[src/rtl/rtc_ser_pkg.sv]
package rtc_ser_pkg;

    localparam int RTC_ADDR_W    = 3;
    localparam int RTC_DATA_W    = 32;
    localparam int RTC_SCRATCH_N = 4;

    // register map; scratch words occupy consecutive addresses from the base
    localparam int RTC_COUNT_ADDR   = 0;
    localparam int RTC_ADJ_ADDR     = 2;
    localparam int RTC_SCRATCH_BASE = 4;

    typedef enum logic [2:0] {
        FS_IDLE,
        FS_SHIFT,
        FS_WAIT_WR,
        FS_WAIT_RD,
        FS_READOUT
    } frame_state_e;

endpackage

[src/rtl/rtc_ser_sync.sv]
module rtc_ser_sync #(
    parameter int WIDTH  = 3,
    parameter int STAGES = 2
) (
    input  logic             clk,
    input  logic             rst_n,
    input  logic [WIDTH-1:0] async_i,
    output logic [WIDTH-1:0] sync_o
);

    typedef struct packed {
        logic [STAGES-1:0][WIDTH-1:0] pipe;
    } sync_t;

    sync_t sync_d, sync_q;

    always_comb begin
        sync_d = sync_q;
        sync_d.pipe[0] = async_i;
        for (int i = 1; i < STAGES; i++) begin
            sync_d.pipe[i] = sync_q.pipe[i-1];
        end
    end

    always_ff @(posedge clk or negedge rst_n) begin
        if (!rst_n) sync_q <= '0;
        else        sync_q <= sync_d;
    end

    assign sync_o = sync_q.pipe[STAGES-1];

endmodule

[src/rtl/rtc_ser_frame.sv]
module rtc_ser_frame
    import rtc_ser_pkg::*;
#(
    parameter int ADDR_W = RTC_ADDR_W,
    parameter int DATA_W = RTC_DATA_W
) (
    input  logic              clk,
    input  logic              rst_n,
    input  logic              en_s_i,
    input  logic              sclk_s_i,
    input  logic              din_s_i,
    input  logic [DATA_W-1:0] rd_data_i,
    output logic [ADDR_W-1:0] rd_addr_o,
    output logic              wr_en_o,
    output logic [ADDR_W-1:0] wr_addr_o,
    output logic [DATA_W-1:0] wr_data_o,
    output logic              dout_o,
    output logic              ready_o
);

    localparam int FRAME_W = ADDR_W + DATA_W;
    localparam int CNT_W   = $clog2(FRAME_W + 2);
    localparam int OCNT_W  = $clog2(DATA_W);
    localparam logic [CNT_W-1:0]  BITS_WR  = CNT_W'(FRAME_W);
    localparam logic [CNT_W-1:0]  BITS_RD  = CNT_W'(ADDR_W);
    localparam logic [CNT_W-1:0]  BITS_MAX = CNT_W'(FRAME_W + 1);
    localparam logic [OCNT_W-1:0] OCNT_END = OCNT_W'(DATA_W - 1);

    typedef struct packed {
        frame_state_e         state;
        logic [FRAME_W-1:0]   shift;
        logic [CNT_W-1:0]     bits;
        logic [DATA_W-1:0]    outw;
        logic [OCNT_W-1:0]    ocnt;
        logic                 en_prev;
        logic                 sclk_prev;
        logic                 dout;
        logic                 ready;
    } frame_t;

    localparam frame_t FRAME_RST = '{
        state:     FS_IDLE,
        shift:     '0,
        bits:      '0,
        outw:      '0,
        ocnt:      '0,
        en_prev:   1'b0,
        sclk_prev: 1'b0,
        dout:      1'b0,
        ready:     1'b1
    };

    frame_t fr_d, fr_q;
    logic   en_rise, en_fall, sclk_rise;

    assign en_rise   = en_s_i & ~fr_q.en_prev;
    assign en_fall   = ~en_s_i & fr_q.en_prev;
    assign sclk_rise = sclk_s_i & ~fr_q.sclk_prev;

    always_comb begin
        fr_d           = fr_q;
        wr_en_o        = 1'b0;
        fr_d.en_prev   = en_s_i;
        fr_d.sclk_prev = sclk_s_i;
        if (en_rise) begin
            fr_d.state = FS_SHIFT;
            fr_d.bits  = '0;
            fr_d.dout  = 1'b0;
        end else begin
            case (fr_q.state)
                FS_IDLE: ;
                FS_SHIFT: begin
                    if (en_fall) begin
                        if (fr_q.bits == BITS_WR)      fr_d.state = FS_WAIT_WR;
                        else if (fr_q.bits == BITS_RD) fr_d.state = FS_WAIT_RD;
                        else                           fr_d.state = FS_IDLE;
                    end else if (sclk_rise) begin
                        fr_d.shift = {fr_q.shift[FRAME_W-2:0], din_s_i};
                        if (fr_q.bits != BITS_MAX) fr_d.bits = fr_q.bits + 1'b1;
                    end
                end
                FS_WAIT_WR: begin
                    if (sclk_rise) begin
                        wr_en_o    = din_s_i;
                        fr_d.state = FS_IDLE;
                    end
                end
                FS_WAIT_RD: begin
                    if (sclk_rise) begin
                        if (!din_s_i) begin
                            fr_d.outw  = rd_data_i;
                            fr_d.ocnt  = '0;
                            fr_d.state = FS_READOUT;
                        end else begin
                            fr_d.state = FS_IDLE;
                        end
                    end
                end
                FS_READOUT: begin
                    if (sclk_rise) begin
                        fr_d.dout = fr_q.outw[DATA_W-1];
                        fr_d.outw = {fr_q.outw[DATA_W-2:0], 1'b0};
                        fr_d.ocnt = fr_q.ocnt + 1'b1;
                        if (fr_q.ocnt == OCNT_END) fr_d.state = FS_IDLE;
                    end
                end
                default: fr_d.state = FS_IDLE;
            endcase
        end
        fr_d.ready = (fr_d.state == FS_IDLE);
    end

    always_ff @(posedge clk or negedge rst_n) begin
        if (!rst_n) fr_q <= FRAME_RST;
        else        fr_q <= fr_d;
    end

    assign rd_addr_o = fr_q.shift[ADDR_W-1:0];
    assign wr_addr_o = fr_q.shift[ADDR_W-1:0];
    assign wr_data_o = fr_q.shift[FRAME_W-1:ADDR_W];
    assign dout_o    = fr_q.dout;
    assign ready_o   = fr_q.ready;

endmodule

[src/rtl/rtc_ser_regs.sv]
module rtc_ser_regs
    import rtc_ser_pkg::*;
#(
    parameter int ADDR_W       = RTC_ADDR_W,
    parameter int DATA_W       = RTC_DATA_W,
    parameter int SCRATCH_N    = RTC_SCRATCH_N,
    parameter int COUNT_ADDR   = RTC_COUNT_ADDR,
    parameter int ADJ_ADDR     = RTC_ADJ_ADDR,
    parameter int SCRATCH_BASE = RTC_SCRATCH_BASE
) (
    input  logic              clk,
    input  logic              rst_n,
    input  logic              tick_i,
    input  logic              wr_en_i,
    input  logic [ADDR_W-1:0] wr_addr_i,
    input  logic [DATA_W-1:0] wr_data_i,
    input  logic [ADDR_W-1:0] rd_addr_i,
    output logic [DATA_W-1:0] rd_data_o
);

    localparam logic [ADDR_W-1:0] A_COUNT = ADDR_W'(COUNT_ADDR);
    localparam logic [ADDR_W-1:0] A_ADJ   = ADDR_W'(ADJ_ADDR);

    typedef struct packed {
        logic [DATA_W-1:0]                 count;
        logic [DATA_W-1:0]                 adj;
        logic [SCRATCH_N-1:0][DATA_W-1:0]  scratch;
    } regs_t;

    regs_t regs_d, regs_q;
    logic [SCRATCH_N-1:0] scr_wr_hit;
    logic [SCRATCH_N-1:0] scr_rd_hit;

    for (genvar g = 0; g < SCRATCH_N; g++) begin : g_scr
        assign scr_wr_hit[g] = wr_en_i && (wr_addr_i == ADDR_W'(SCRATCH_BASE + g));
        assign scr_rd_hit[g] = (rd_addr_i == ADDR_W'(SCRATCH_BASE + g));
    end

    always_comb begin
        regs_d = regs_q;
        if (tick_i) regs_d.count = regs_q.count + DATA_W'(1);
        if (wr_en_i && wr_addr_i == A_COUNT) regs_d.count = wr_data_i;
        if (wr_en_i && wr_addr_i == A_ADJ)   regs_d.adj   = wr_data_i;
        for (int i = 0; i < SCRATCH_N; i++) begin
            if (scr_wr_hit[i]) regs_d.scratch[i] = wr_data_i;
        end
    end

    always_comb begin
        rd_data_o = '0;
        if (rd_addr_i == A_COUNT) rd_data_o = regs_q.count;
        if (rd_addr_i == A_ADJ)   rd_data_o = regs_q.adj;
        for (int i = 0; i < SCRATCH_N; i++) begin
            if (scr_rd_hit[i]) rd_data_o = regs_q.scratch[i];
        end
    end

    always_ff @(posedge clk or negedge rst_n) begin
        if (!rst_n) regs_q <= '0;
        else        regs_q <= regs_d;
    end

endmodule

[src/rtl/rtc_serial_slave.sv]
module rtc_serial_slave
    import rtc_ser_pkg::*;
#(
    parameter int ADDR_W      = RTC_ADDR_W,
    parameter int DATA_W      = RTC_DATA_W,
    parameter int SCRATCH_N   = RTC_SCRATCH_N,
    parameter int SYNC_STAGES = 2
) (
    input  logic clk,
    input  logic rst_n,
    input  logic sec_tick,
    input  logic ser_en,
    input  logic ser_clk,
    input  logic ser_din,
    output logic ser_dout,
    output logic ser_ready
);

    logic [2:0]        lines_s;
    logic              wr_en;
    logic [ADDR_W-1:0] wr_addr;
    logic [DATA_W-1:0] wr_data;
    logic [ADDR_W-1:0] rd_addr;
    logic [DATA_W-1:0] rd_data;

    rtc_ser_sync #(
        .WIDTH  (3),
        .STAGES (SYNC_STAGES)
    ) u_sync (
        .clk     (clk),
        .rst_n   (rst_n),
        .async_i ({ser_en, ser_clk, ser_din}),
        .sync_o  (lines_s)
    );

    rtc_ser_frame #(
        .ADDR_W (ADDR_W),
        .DATA_W (DATA_W)
    ) u_frame (
        .clk       (clk),
        .rst_n     (rst_n),
        .en_s_i    (lines_s[2]),
        .sclk_s_i  (lines_s[1]),
        .din_s_i   (lines_s[0]),
        .rd_data_i (rd_data),
        .rd_addr_o (rd_addr),
        .wr_en_o   (wr_en),
        .wr_addr_o (wr_addr),
        .wr_data_o (wr_data),
        .dout_o    (ser_dout),
        .ready_o   (ser_ready)
    );

    rtc_ser_regs #(
        .ADDR_W    (ADDR_W),
        .DATA_W    (DATA_W),
        .SCRATCH_N (SCRATCH_N)
    ) u_regs (
        .clk       (clk),
        .rst_n     (rst_n),
        .tick_i    (sec_tick),
        .wr_en_i   (wr_en),
        .wr_addr_i (wr_addr),
        .wr_data_i (wr_data),
        .rd_addr_i (rd_addr),
        .rd_data_o (rd_data)
    );

endmodule

[config.mk]
export PLATFORM = sky130hd
export DESIGN_NAME = rtc_serial_slave
export DESIGN_NICKNAME = d
export VERILOG_FILES = /design/src/rtl/rtc_ser_pkg.sv /design/src/rtl/rtc_ser_sync.sv /design/src/rtl/rtc_ser_frame.sv /design/src/rtl/rtc_ser_regs.sv /design/src/rtl/rtc_serial_slave.sv
export SDC_FILE = /design/constraint.sdc
export NUM_CORES = 1
export LEC_CHECK = 0
export ABC_AREA = 1
export CAP_MARGIN = 0
export CORE_UTILIZATION = 35
export CTS_BUF_LIST = sky130_fd_sc_hd__clkbuf_8
export DETAILED_ROUTE_END_ITERATION = 7
export GPL_TIMING_DRIVEN = 0
export PLACE_DENSITY_LB_ADDON = 0.12
export SLEW_MARGIN = 20
export SYNTH_ARGS = -nofsm -noshare
export SYNTH_HDL_FRONTEND = slang
export SYNTH_SLANG_ARGS = --single-unit
[constraint.sdc]
create_clock -name clk -period 2.43 [get_ports clk]
set_input_delay 0.486 -clock clk [delete_from_list [all_inputs] [get_ports clk]]
set_output_delay 0.486 -clock clk [all_outputs]
set_load 0.05 [all_outputs]
==> results of run 1 <==
[cell families after synthesis]
family,Yosys count,synth area share (%)
AOI/OAI and AO/OA,380,14.5
and+or+nand+nor,798,23.6
buffers and inverters,307,8.85
DFF,283,51.3
xor gates and xnor gates,19,1.20
adders and majority gates,7,0.634
[area by class of cell]
type                       count  area share, %
buffer                        93           2.68
clock buffer                  66           5.80
clock inverter                24          0.632
inverter                     214           5.13
multi-input combinational   1204           35.3
sequential                   283           45.3
tap                          518           4.14
timing repair buffer          11           1.06
[registers in the layout, indices dropped and copies added (netlist names)]
name,cells
u_frame.fr_q,48
u_frame.wr_data_o,32
u_regs.regs_q,192
u_frame.rd_addr_o,3
u_sync.sync_o,3
u_frame.ready_o,1
u_frame.dout_o,1
u_sync.sync_d,3
[path summary, 6_finish.rpt]
path / from / end / slack [ns]
max reg2reg: u_frame.fr_q[3]$_DFF_PN0_ / u_regs.regs_q[42]$_DFFE_PN0P_ / 0.16
min reg2reg: u_sync.sync_d[3]$_DFF_PN0_ / u_sync.sync_o[0]$_DFF_PN0_ / 0.35
max in group asynchronous: rst_n / u_regs.regs_q[7]$_DFFE_PN0P_ / 0.82
min in group asynchronous: rst_n / u_frame.fr_q[43]$_DFFE_PN0P_ / 0.46
max: u_frame.dout_o$_DFFE_PN0P_ / ser_dout / 0.15
min: ser_din / u_sync.sync_d[3]$_DFF_PN0_ / 0.31
[stage by stage]
step	utilization (%)	std cells	setup WS (ns)
floorplan	-	1794	0.651
global placement	37.4	2319	-12.21
detailed placement	37.6	2322	-0.0808
CTS	40.3	2413	0.0227
global route	40.3	2413	-0.0152
finish	40.3	2413	0.155
[repair_timing]
| action | in CTS | in global routing |
|---|---|---|
| pin swaps | 0 | 0 |
| hold buffers | 1 | 0 |
| resized for setup | 3 | 2 |
| hold endpoints to repair | 80 | 0 |
| setup endpoints to repair | 8 | 50 |
| buffers inserted | 0 | 0 |
[metal layers]
layer	global-route usage [%]	wire length, um	vias to the layer above
met5	0	0	-
met4	6.27	812	0
met3	3.38	1650	56
met2	32.4	18300	204
met1	30.5	20600	5653
li1	-	-	5878
[power groups by stage]
stage	Combinational (W)	Sequential (W)	Clock [W]
6_report	0.00306	0.00550	0.00448
5_1_grt	0.00346	0.00555	0.00486
4_1_cts	0.00306	0.00549	0.00463
3_5_place_dp	0.00305	0.00557	0
3_3_place_gp	0.00303	0.00557	0
2_1_floorplan	0.00195	0.00544	0
[worst register-to-register path: cells and delay by family (launching register included)]
family,cells,cell delay (ns)
adders and majority gates,1,0.18
AOI/OAI and AO/OA,1,0.06
and+or+nand+nor,4,0.87
DFF,1,0.35
buffers and inverters,4,0.70
[placed cells by master, fill, tap and decap left out, types with 2 or more instances in the layout]
| cell type | Yosys | layout |
|---|---|---|
| clkbuf_8 | 0 | 66 |
| clkinv_1 | 2 | 2 |
| nor3_1 | 4 | 3 |
| inv_1 | 207 | 226 |
| o21ai_0 | 176 | 176 |
| clkdlybuf4s50_1 | 0 | 5 |
| clkbuf_1 | 52 | 52 |
| nor3_2 | 1 | 2 |
| dfrtp_1 | 282 | 282 |
| a22oi_1 | 5 | 5 |
| o21ai_1 | 71 | 71 |
| nand3b_1 | 10 | 10 |
| a21oi_1 | 95 | 95 |
| o211ai_1 | 26 | 26 |
| nand2_1 | 597 | 597 |
| inv_2 | 5 | 5 |
| xnor2_1 | 6 | 6 |
| buf_6 | 4 | 4 |
| nand3_1 | 82 | 81 |
| nor2_2 | 0 | 2 |
| clkinv_2 | 0 | 4 |
| nor2_1 | 66 | 64 |
| buf_16 | 0 | 3 |
| nand2_2 | 3 | 3 |
| nand3_2 | 1 | 2 |
| a22o_1 | 2 | 2 |
| nand4_1 | 32 | 32 |
| buf_2 | 32 | 32 |
| xor2_1 | 13 | 13 |
| o21bai_1 | 2 | 2 |
| buf_1 | 5 | 5 |
| ha_1 | 7 | 7 |
==> results.toml, run 1 <==
[final_layout]
final_cell_area_um2 = 15600
finalNetCount = 1872
drive_gt1_share_pct = 6.70
num-fill-cells = 4100
diodes = 0
multiInputGateArea_um2 = 5520
area_delta_synth_final_pct = 13.3
regArea_um2 = 7080

[power_and_ir_drop]
switching_share_pct = 35.8
switchingPower_w = 0.00466
pwr_density_cell_nw_per_um2 = 833
irDropWorstVdd_uv = 376
combPwrFrac_pct = 23.5
pwr-share-clk_pct = 34.4
power_frac_seq_pct = 42.2
p_total_w = 0.0130
cellLeakagePower_nw = 7.19
power.internal_w = 0.00837

[drt]
dr.pass1.iters = 5
routed_wirelength_um = 41300
vias_per_cell = 4.89
num_vias = 11791
drc = 0
wire_per_inst_um = 17.1
drtIter0Drc = 756
final_antenna_net_count = 0

[sta]
finalClockSkew_ns = 0.0150
maxSlewHeadroom_pct = 52.7
whs_ns = 0.312
fin_crit_ns = 2.28
setup_viol = 0
hold_viol = 0
tightest_slew_ns = 0.709
timing.setup.tns_ns = 0
fin_crit_sh_pct = 93.6
max_freq_ghz = 0.440
rsz0062_at_grt = "true"
report.final.slew_viol_count = 0

[placement]
place_area_um2 = 14600
hpwlAfterDp_um = 30600
io_buffers = 7
place.gp.congestion = 0.881

[synthesis]
yosys.area.top_type = "dfrtp_1"
yosys-top-cells-count = "597 x nand2_1, 282 x dfrtp_1, 207 x inv_1"
synth_area_um2 = 13800
async_flop_share_pct = 100
synth_seq_cells = 283
syn_nets = 1807
synth_edf_count = 0
ys_seq_area_share_pct = 51.3
synth_top_cell_area_share_pct = 51.1
synth.avg_cell_area_um2 = 7.70
synth-main-ff-cell = "dfrtp_1"
synth.distinct_cells = 33
synthCells = 1794
synth_area_leaders = "dfrtp_1 51%, nand2_1 16%, o21ai_0 6.4%"
ys_warn_count = 0
yosysMostFrequentCell = "nand2_1"

[cts]
cts_max_path_buffers = 3
worstSkewPairLatency_ns = 0.62
clock_sinks = 283
cts-buffers-inserted = 52
cts_tree = "done"
clkTransAtPathRegs_ns = 0.05
clockRootBuffer = "clkbuf_8"
htree_levels = 2

[floorplanning]
die_width_um = 201
core-area_um2 = 38800
die_h_um = 201
start_util_pct = 35.6
std_cell_rows = 72
io_pins = 8
dieArea_um2 = 40300

[worst_setup_path]
reg2reg_depth = 10
max_stage_delay_ns = 0.81
crit_slowest_cell = "clkdlybuf4s50_1"
critPathArrivalTime_ns = 1.79
path_delay_family = "buffers and inverters"
start_kind = "register"
worstPathRequired_ns = 1.94
crit_chain = "clkdlybuf4s50_1"
crit_type = "register to primary output"
end_kind = "primary output"
cp_num_cells = 1
crit_fanout = 2
critPathBufInv = 1

[global_routing]
grt_overflow = 0
grt_pass1_wl_um = 66500
grt_pass1_vias = 11539
grt_max_degree = 83
antenna_found_initial = 0
grt_use_total_pct = 21.1

[hold_path]
holdPathStages = 1
hold_path_class = "input port to register"

[flow_run]
maxCapViolations = 0

[status]
status = "complete, no violations"
Power figures use the tool's default switching activity.
==> run 2: changes to the inputs <==
--- a/config.mk
+++ b/config.mk
@@ -11,6 +11,7 @@
 export CTS_BUF_LIST = sky130_fd_sc_hd__clkbuf_8
 export DETAILED_ROUTE_END_ITERATION = 7
 export GPL_TIMING_DRIVEN = 0
+export HOLD_SLACK_MARGIN = 0.05
 export PLACE_DENSITY_LB_ADDON = 0.12
 export SLEW_MARGIN = 20
 export SYNTH_ARGS = -nofsm -noshare
==> results of run 2 <==
No change in the layout: final DEF, timing and power equal those of run 1.
==> run 3: changes to the inputs <==
--- a/config.mk
+++ b/config.mk
@@ -8,7 +8,6 @@
 export ABC_AREA = 1
 export CAP_MARGIN = 0
 export CORE_UTILIZATION = 35
-export CTS_BUF_LIST = sky130_fd_sc_hd__clkbuf_8
 export DETAILED_ROUTE_END_ITERATION = 7
 export GPL_TIMING_DRIVEN = 0
 export HOLD_SLACK_MARGIN = 0.05
==> results.toml, run 3 (synthesis results as in run 1) <==
[status]
status = "complete, no violations"

[sta]
hold_viol = 0
setup_viol = 0
report.final.slew_viol_count = 0
fin_crit_sh_pct = 95.2
tightest_slew_ns = 0.712
rsz0062_at_grt = "true"
fin_crit_ns = 2.31
max_freq_ghz = 0.432
maxSlewHeadroom_pct = 52.5
finalClockSkew_ns = 0.0105

[worst_setup_path]
crit_type = "register to primary output"
path_delay_family = "buffers and inverters"
critPathArrivalTime_ns = 1.83
crit_chain = "clkdlybuf4s50_1"
critPathBufInv = 1
worstPathRequired_ns = 1.94
max_stage_delay_ns = 0.79
crit_slowest_cell = "clkdlybuf4s50_1"
crit_fanout = 1
start_kind = "register"
end_kind = "primary output"

[floorplanning]
dieArea_um2 = 40300
std_cell_rows = 72
core-area_um2 = 38800
start_util_pct = 35.6
die_width_um = 201
die_h_um = 201
io_pins = 8

[drt]
vias_per_cell = 4.93
num_vias = 11751
final_antenna_net_count = 0
drtIter0Drc = 842
drc = 0
dr.pass1.iters = 5
routed_wirelength_um = 40900
wire_per_inst_um = 17.2

[flow_run]
maxCapViolations = 0

[final_layout]
num-fill-cells = 4030
final_common_cell = "nand2_1"
layout_common_cells = "597 x nand2_1, 282 x dfrtp_1, 207 x inv_1"
post-route-util_pct = 40.8
area_delta_synth_final_pct = 14.7
final_cell_area_um2 = 15800
largest_reg_flops = 192
finalNetCount = 1855
diodes = 0
largest-register = "u_regs.regs_q"
drive_gt1_share_pct = 5.95

[global_routing]
grt_use_total_pct = 20.9
grt_pass1_wl_um = 66100
antenna_found_initial = 0
grt_max_degree = 83
grt_pass1_vias = 11436
grt_overflow = 0

[placement]
hpwlAfterDp_um = 30600
place_area_um2 = 14600
io_buffers = 7
place.gp.congestion = 0.881

[cts]
worstSkewPairLatency_ns = 0.52
clock_sinks = 283
clockRootBuffer = "clkbuf_16"
cts-buffers-inserted = 35
htree_levels = 2
cts_max_path_buffers = 3
cts_tree = "done"
clkTransAtPathRegs_ns = 0.06

[power_and_ir_drop]
cellLeakagePower_nw = 7.19
irDropWorstVdd_uv = 372
pwr_density_cell_nw_per_um2 = 883

[hold_path]
hold_path_class = "register to register"
[run 3: cell types whose count changed in the layout (fill, tap and decap cells not counted), sizes merged]
cell	delta
inv	-19
clkbuf	-13
bufinv	+3
clkdlybuf4s50	+1
clkinv	+1
clkinvlp	-1
dlygate4sd2	-1
[run 3: stage by stage]
stage	worst slack [ns]	instances	hold WS, ns	setup TNS (ns)	total power [W]
after global routing	-0.00512	2384	0.352	-0.00512	0.0148
after global placement	-12.21	2319	0.332	-3440.24	0.00860
after floorplan	0.651	1794	0.190	0	0.00739
after detailed placement	-0.0808	2322	0.339	-0.0808	0.00862
after CTS	0.0324	2384	0.347	0	0.0141
final	0.118	2384	0.345	0	0.0140
[run 3: where the power goes]
part           switching [W]  internal (W)
registers           0.000395       0.00510
logic                0.00220      0.000860
clock network        0.00206       0.00337
[run 3: repair_timing]
action | 4_1_cts | 5_1_grt
pin swaps | 0 | 0
hold buffers | 1 | 0
buffers inserted | 0 | 0
gates cloned | 0 | 0
endpoints found under the hold margin | 80 | 0
gates resized for setup | 2 | 4
setup endpoints to repair | 4 | 44
[run 3: metal layers]
layer	track usage (%)	vias to the layer above	wire, um
met3	2.60	57	1380
met2	32.3	186	18300
met1	30.7	5670	20500
met4	5.43	0	804
met5	0	-	0
li1	-	5838	-
[run 3: cell type report]
class / instances / area [um^2] / share of cell area (%)
clock buffer: 53 / 1080 / 6.79
sequential: 283 / 7080 / 44.7
timing repair buffer: 11 / 168 / 1.06
multi-input combinational: 1204 / 5520 / 34.9
buffer: 93 / 420 / 2.65
clock inverter: 8 / 119 / 0.750
inverter: 214 / 803 / 5.07
tap: 518 / 648 / 4.09
[run 3: path summary, 6_finish.rpt]
check | start | to | slack [ns] | cells after the start
max in group asynchronous | rst_n | u_regs.regs_q[135]$_DFFE_PN0P_ | 0.70 | 4
min reg2reg | u_sync.sync_d[5]$_DFF_PN0_ | u_sync.sync_o[2]$_DFF_PN0_ | 0.34 | 0
max reg2reg | u_frame.fr_q[3]$_DFF_PN0_ | u_regs.regs_q[58]$_DFFE_PN0P_ | 0.18 | 10
min in group asynchronous | rst_n | u_frame.fr_q[45]$_DFFE_PN0P_ | 0.55 | 2
max | u_frame.ready_o$_DFF_PN1_ | ser_ready | 0.12 | 1
min | u_sync.sync_d[5]$_DFF_PN0_ | u_sync.sync_o[2]$_DFF_PN0_ | 0.34 | 0
